File: src/rtl/pld_cell_pkg.sv
package pld_cell_pkg;

  typedef enum logic [2:0] {
    CK_BYPASS = 3'd0,
    CK_D      = 3'd1,
    CK_T      = 3'd2,
    CK_JK     = 3'd3,
    CK_SR     = 3'd4
  } cell_kind_e;

  // Next stored bit for each storage type; a is D/T/J/S, b is K/R
  function automatic logic next_bit(cell_kind_e kind, logic q, logic a, logic b);
    logic r;
    case (kind)
      CK_T:    r = q ^ a;
      CK_JK:   r = (a & ~q) | (~b & q);
      CK_SR: begin
        if (a & ~b)      r = 1'b1;
        else if (b & ~a) r = 1'b0;
        else             r = q;
      end
      default: r = a;
    endcase
    return r;
  endfunction

  // True when the kind takes two separate inputs
  function automatic logic two_input(cell_kind_e kind);
    return (kind == CK_JK) || (kind == CK_SR);
  endfunction

endpackage

File: src/rtl/pld_cell_sum.sv
module pld_cell_sum #(
  parameter int GRP_TERMS = 4
) (
  input  logic [2*GRP_TERMS-1:0] pt_logic,
  input  logic                   lend_lo,
  input  logic                   lend_hi,
  input  logic                   borrow_prev,
  input  logic                   borrow_next,
  input  logic                   invert,
  output logic                   lend_prev,
  output logic                   lend_next,
  output logic                   in_a,
  output logic                   in_b,
  output logic                   data
);
  localparam int N_GRP = 2;

  logic [N_GRP-1:0] grp_or;
  logic [N_GRP-1:0] grp_lent;
  logic [N_GRP-1:0] grp_kept;

  assign grp_lent = {lend_hi, lend_lo};

  for (genvar g = 0; g < N_GRP; g++) begin : g_grp
    assign grp_or[g]   = |pt_logic[g*GRP_TERMS +: GRP_TERMS];
    assign grp_kept[g] = grp_or[g] & ~grp_lent[g];
  end

  assign lend_prev = grp_or[0] & lend_lo;
  assign lend_next = grp_or[1] & lend_hi;

  logic sum_a, sum_b;
  assign sum_a = grp_kept[0] | borrow_prev;
  assign sum_b = grp_kept[1] | borrow_next;

  assign in_a = sum_a ^ invert;
  assign in_b = sum_b ^ invert;
  assign data = (sum_a | sum_b) ^ invert;
endmodule

File: src/rtl/pld_cell_ctrl.sv
module pld_cell_ctrl #(
  parameter int PAIR_TERMS = 2,
  parameter int N_SIG      = 4
) (
  input  logic [N_SIG*PAIR_TERMS-1:0] pt_ctrl,
  output logic [N_SIG-1:0]            ctrl_sig
);
  for (genvar c = 0; c < N_SIG; c++) begin : g_sig
    assign ctrl_sig[c] = |pt_ctrl[c*PAIR_TERMS +: PAIR_TERMS];
  end
endmodule

File: src/rtl/pld_cell_store.sv
module pld_cell_store
  import pld_cell_pkg::*;
(
  input  logic       clk,
  input  logic       rst_n,
  input  cell_kind_e kind,
  input  logic       in_a,
  input  logic       in_b,
  input  logic       data,
  input  logic       preset,
  input  logic       clear,
  input  logic       use_pclk,
  input  logic       pclk,
  output logic       tick,
  output logic       cell_val
);
  logic q_reg;
  logic pclk_d;
  logic q_live;
  logic in_first;
  logic q_next;

  always_ff @(posedge clk or negedge rst_n) begin
    if (!rst_n) pclk_d <= 1'b0;
    else        pclk_d <= pclk;
  end

  assign tick     = use_pclk ? (pclk & ~pclk_d) : 1'b1;
  assign q_live   = clear ? 1'b0 : (preset ? 1'b1 : q_reg);
  assign in_first = two_input(kind) ? in_a : data;
  assign q_next   = next_bit(kind, q_live, in_first, in_b);

  always_ff @(posedge clk or negedge rst_n) begin
    if (!rst_n)      q_reg <= 1'b0;
    else if (clear)  q_reg <= 1'b0;
    else if (preset) q_reg <= 1'b1;
    else if (tick)   q_reg <= q_next;
  end

  assign cell_val = (kind == CK_BYPASS) ? data : q_live;

  AST_CLEAR_DOMINATES: assert property (@(posedge clk) disable iff (!rst_n)
    clear |=> (q_reg == 1'b0));

  AST_NO_TICK_HOLD: assert property (@(posedge clk) disable iff (!rst_n)
    (!tick && !clear && !preset) |=> $stable(q_reg));

  AST_T_FLIPS: assert property (@(posedge clk) disable iff (!rst_n)
    (kind == CK_T && tick && data && !clear && !preset) |=> (q_reg != $past(q_reg)));

  AST_PCLK_ONE_EDGE: assert property (@(posedge clk) disable iff (!rst_n)
    (use_pclk && tick) |=> (!use_pclk || !tick));
endmodule

File: src/rtl/pld_cell.sv
module pld_cell
  import pld_cell_pkg::*;
#(
  parameter int GRP_TERMS  = 4,
  parameter int PAIR_TERMS = 2
) (
  input  logic                    clk,
  input  logic                    rst_n,
  input  logic [2:0]              cfg_kind,
  input  logic                    cfg_invert,
  input  logic                    cfg_pclk_sel,
  input  logic                    cfg_lend_lo,
  input  logic                    cfg_lend_hi,
  input  logic [2*GRP_TERMS-1:0]  pt_logic,
  input  logic [4*PAIR_TERMS-1:0] pt_ctrl,
  input  logic                    borrow_prev,
  input  logic                    borrow_next,
  input  logic                    pin_in,
  output logic                    lend_prev,
  output logic                    lend_next,
  output logic                    pin_out,
  output logic                    pin_oe,
  output logic                    fb_int,
  output logic                    fb_pin
);
  localparam int N_CTRL  = 4;
  localparam int IDX_OE  = 0;
  localparam int IDX_PRE = 1;
  localparam int IDX_CLR = 2;
  localparam int IDX_PCK = 3;

  cell_kind_e       kind;
  logic [N_CTRL-1:0] ctrl_sig;
  logic in_a, in_b, data;
  logic tick, cell_val;

  assign kind = cell_kind_e'(cfg_kind);

  pld_cell_sum #(.GRP_TERMS(GRP_TERMS)) u_sum (
    .pt_logic    (pt_logic),
    .lend_lo     (cfg_lend_lo),
    .lend_hi     (cfg_lend_hi),
    .borrow_prev (borrow_prev),
    .borrow_next (borrow_next),
    .invert      (cfg_invert),
    .lend_prev   (lend_prev),
    .lend_next   (lend_next),
    .in_a        (in_a),
    .in_b        (in_b),
    .data        (data)
  );

  pld_cell_ctrl #(.PAIR_TERMS(PAIR_TERMS), .N_SIG(N_CTRL)) u_ctrl (
    .pt_ctrl  (pt_ctrl),
    .ctrl_sig (ctrl_sig)
  );

  pld_cell_store u_store (
    .clk      (clk),
    .rst_n    (rst_n),
    .kind     (kind),
    .in_a     (in_a),
    .in_b     (in_b),
    .data     (data),
    .preset   (ctrl_sig[IDX_PRE]),
    .clear    (ctrl_sig[IDX_CLR]),
    .use_pclk (cfg_pclk_sel),
    .pclk     (ctrl_sig[IDX_PCK]),
    .tick     (tick),
    .cell_val (cell_val)
  );

  assign fb_int  = cell_val;
  assign pin_out = cell_val;
  assign pin_oe  = ctrl_sig[IDX_OE];
  assign fb_pin  = pin_oe ? pin_out : pin_in;

  AST_PIN_FB_TRACKS: assert property (@(posedge clk) disable iff (!rst_n)
    pin_oe |-> (fb_pin == fb_int));

  AST_CLEAR_OUT_LOW: assert property (@(posedge clk) disable iff (!rst_n)
    (ctrl_sig[IDX_CLR] && kind != CK_BYPASS) |-> (fb_int == 1'b0));
endmodule

File: config.mk
export PLATFORM = sky130hd
export DESIGN_NAME = pld_cell
export DESIGN_NICKNAME = d
export VERILOG_FILES = /design/src/rtl/pld_cell_pkg.sv /design/src/rtl/pld_cell_sum.sv /design/src/rtl/pld_cell_ctrl.sv /design/src/rtl/pld_cell_store.sv /design/src/rtl/pld_cell.sv
export SDC_FILE = /design/constraint.sdc
export NUM_CORES = 1
export LEC_CHECK = 0
export BUFFER_PORTS_ARGS = -buffer_cell sky130_fd_sc_hd__buf_2
export CORE_AREA = 2 2 39 41
export DETAILED_ROUTE_END_ITERATION = 7
export DIE_AREA = 0 0 41 43
export GPL_TIMING_DRIVEN = 1
export PLACE_DENSITY = 0.71
export SYNTH_ARGS = -nofsm -noshare
export SYNTH_HDL_FRONTEND = slang
export SYNTH_SLANG_ARGS = --single-unit
File: constraint.sdc
create_clock -name clk -period 3.82 [get_ports clk]
set_input_delay 0.191 -clock clk [delete_from_list [all_inputs] [get_ports clk]]
set_output_delay 0.191 -clock clk [all_outputs]
set_load 0.02 [all_outputs]
==> impl_metrics.py <==
metrics = {
    "yosys": {
        "async_flop_share_pct": 100,
        "syn_nets": 82,
        "yosys.area.top_type": "dfrtp_1",
        "synth-seq-cells": 2,
        "yosysUniqueCellTypes": 31,
        "netlist_area_sq_um": 447,
        "synth_area_leaders": "dfrtp_1 (11%), o21bai_4 (8.4%), nor2_1 (5.9%)",
        "synthCells": 54,
        "synth_top_cell_area_share_pct": 11.2,
        "synth_warnings": 0,
        "avgSynthCellArea_sq_um": 8.27,
        "synth_edf_count": 0,
        "yosysSeqAreaShare_pct": 11.2,
        "ys.flop_type": "dfrtp_1",
    },
    "worst_setup_path": {
        "r2r_start": "u_store.q_reg$_DFFE_PN0P_",
        "cp_num_buf_inv": 2,
        "cpMostUsedCell": "buf_2",
        "critPathArrivalTime_ns": 1.73,
        "cpPeakStageDelay_ns": 0.43,
        "critical_path_class": "in -> out",
        "cp.required_ns": 3.63,
        "critPathMaxFanout": 8,
        "setup.worst_path.start": "pt_logic[1]",
        "slowest_stage": "nor4_2",
        "crit_family": "simple AND/OR/NAND/NOR gates",
        "critPathLaunchType": "input pin",
        "crit_chain": "buf_2, nor4_2, o21bai_4, nor2_1, xor2_1, mux2i_1, mux2_2, buf_2",
        "endpoint_kind": "output pin",
    },
    "floorplanning": {
        "dieHeight_um": 43,
        "die_w_um": 41,
        "fp-row-count": 14,
        "core_area_sq_um": 1380,
        "initial_core_util_pct": 32.3,
        "io_pins": 34,
        "die_area_sq_um": 1760,
    },
    "timing": {
        "tightest_slew_ns": 0.412,
        "max_freq_mhz": 520,
        "skew_ns": 0.0150,
        "hold_ws_ns": 0.165,
        "setup_violations": 0,
        "finalSetupTns_ns": 0,
        "worst_slack_ns": 1.90,
        "max_slew_margin_pct": 72.3,
        "hold_viol": 0,
        "slew_violations": 0,
        "post-route-period-util_pct": 50.3,
        "rsz0062_at_grt": "no",
        "layout_min_cycle_time_ns": 1.92,
    },
    "pwr": {
        "switching_share_pct": 35.4,
        "max-vdd-ir-drop_uv": 88.2,
        "p_comb_share_pct": 46.4,
        "leakage_uw": 0.000283,
        "p_int_uw": 85.1,
        "p_switching_uw": 46.6,
        "p_clk_share_pct": 36.1,
        "power_density_nw_per_um2": 204,
        "power_frac_seq_pct": 17.5,
    },
    "placement": {
        "gp_congestion": 0.824,
        "port_buffers": 33,
        "post_dp_cell_area_sq_um": 613,
        "dpl.hpwl_um": 1020,
        "pre_cts_slack_ns": 1.88,
    },
    "clocking": {
        "cts_setup_buffers": 0,
        "clockBufferDepth": 2,
        "cts.htree.levels": 1,
        "path_clk_slew_ns": 0.03,
        "cts_tree": "done",
        "cts_hold_buffers": 1,
        "clock_sinks": 2,
        "cts_made_buffers": 3,
        "cts.repair.resized": 0,
        "cts-root-buf": "clkbuf_4",
        "clk_latency_ns": 0.23,
    },
    "detailed_routing": {
        "drtPass1Iterations": 6,
        "wl_um": 1250,
        "routedWlPerCell_um": 11.9,
        "remaining_drc_errors": 0,
        "num_vias": 532,
        "via_per_inst": 5.07,
        "postRouteAntennaNets": 0,
        "drt-initial-drc-count": 8,
    },
    "finish": {
        "design_area_sq_um": 646,
        "area_growth_pct": 44.5,
        "layout.nets": 119,
        "layout_commonest_cell": "buf_2",
        "layout-drive-gt1-share_pct": 56.2,
        "final_cell_mix": "buf_2 (33), nor2_1 (7), nor3_1 (5), nand2_1 (4)",
        "diodes": 0,
    },
    "worst_hold_path": {
        "hold_start": "pt_ctrl[6]",
        "hp-class": "in -> reg",
    },
    "global_routing": {
        "grt_pass1_vias": 463,
        "grt-ovfl-total": 0,
        "grt_first_pass_wirelength_um": 1840,
        "grt_max_degree": 10,
        "grt_usage_pct": 15.2,
        "antenna_found_initial": 0,
    },
    "status": {
        "outcome": "complete, no violations",
    },
    "flow_run": {
        "maxCapViolations": 0,
    },
}
==> power by group through the flow <==
stage	Sequential, uW	Combinational [uW]	Clock, uW
after floorplan	23.1	34.8	0
after global placement	23.2	57.9	0
after detailed placement	23.3	60.2	0
after CTS	23.1	61.4	49.3
after global routing	23.2	67.2	51.2
final	23.1	61.2	47.6
==> synth_stat cells (2+ instances only) <==
library cell / n
o21bai_4: 2
nor3_1: 5
o21ai_0: 3
or2b_2: 2
xor2_1: 2
nand2_1: 4
a21oi_1: 3
a31oi_1: 3
dfrtp_1: 2
nor2_1: 7
==> worst reg2reg max path, cell delays in order (launching register included) <==
cell and delay, ns:
dfrtp_1 0.35, nor3_1 0.06, nand2b_2 0.23, nor2_1 0.13
a31oi_1 0.06, o311a_2 0.33, a31oi_1 0.19
==> cells by family after synthesis <==
group | share of synthesized area [%]
buffers and inverters | 5.04
and+or+nand+nor | 41.2
AOI/OAI and AO/OA | 33.9
muxes | 4.76
xor gates and xnor gates | 3.92
DFF | 11.2
==> per-layer routing <==
metal / vias up / GRT usage, % / share of wire, %
li1: 278 / - / -
met1: 227 / 16.6 / 37
met2: 27 / 29.4 / 53
met3: 0 / 1.57 / 9.3
met4: 0 / 2.00 / 0
met5: - / 0 / 0
==> per-stage QoR <==
| step | util [%] | instances | total power [uW] |
|---|---|---|---|
| detailed placement | 44.3 | 101 | 83.5 |
| finish | 46.7 | 105 | 132 |
| floorplan | - | 54 | 57.9 |
| global placement | 44.3 | 101 | 81.1 |
| global route | 46.7 | 105 | 142 |
| CTS | 46.7 | 105 | 134 |
==> worst paths after layout <==
path	endpoint	slack, ns	cells after the start
min	u_store.pclk_d$_DFF_PN0_	0.17	3
min in group asynchronous	u_store.q_reg$_DFFE_PN0P_	0.28	2
min reg2reg	u_store.q_reg$_DFFE_PN0P_	0.65	2
max in group asynchronous	u_store.pclk_d$_DFF_PN0_	3.42	2
max	fb_pin	1.90	8
max reg2reg	u_store.q_reg$_DFFE_PN0P_	2.38	6
==> area by class of cell <==
| type | instances | area (sq um) |
|---|---|---|
| clock buffers | 3 | 22.5 |
| fillers | 147 | 738 |
| inverters | 1 | 3.75 |
| multi-input cells | 49 | 374 |
| flip-flops and latches | 2 | 50.0 |
| well taps | 16 | 20.0 |
| repair buffers | 34 | 175 |
Note: power is estimated with default switching activity, not from simulation.
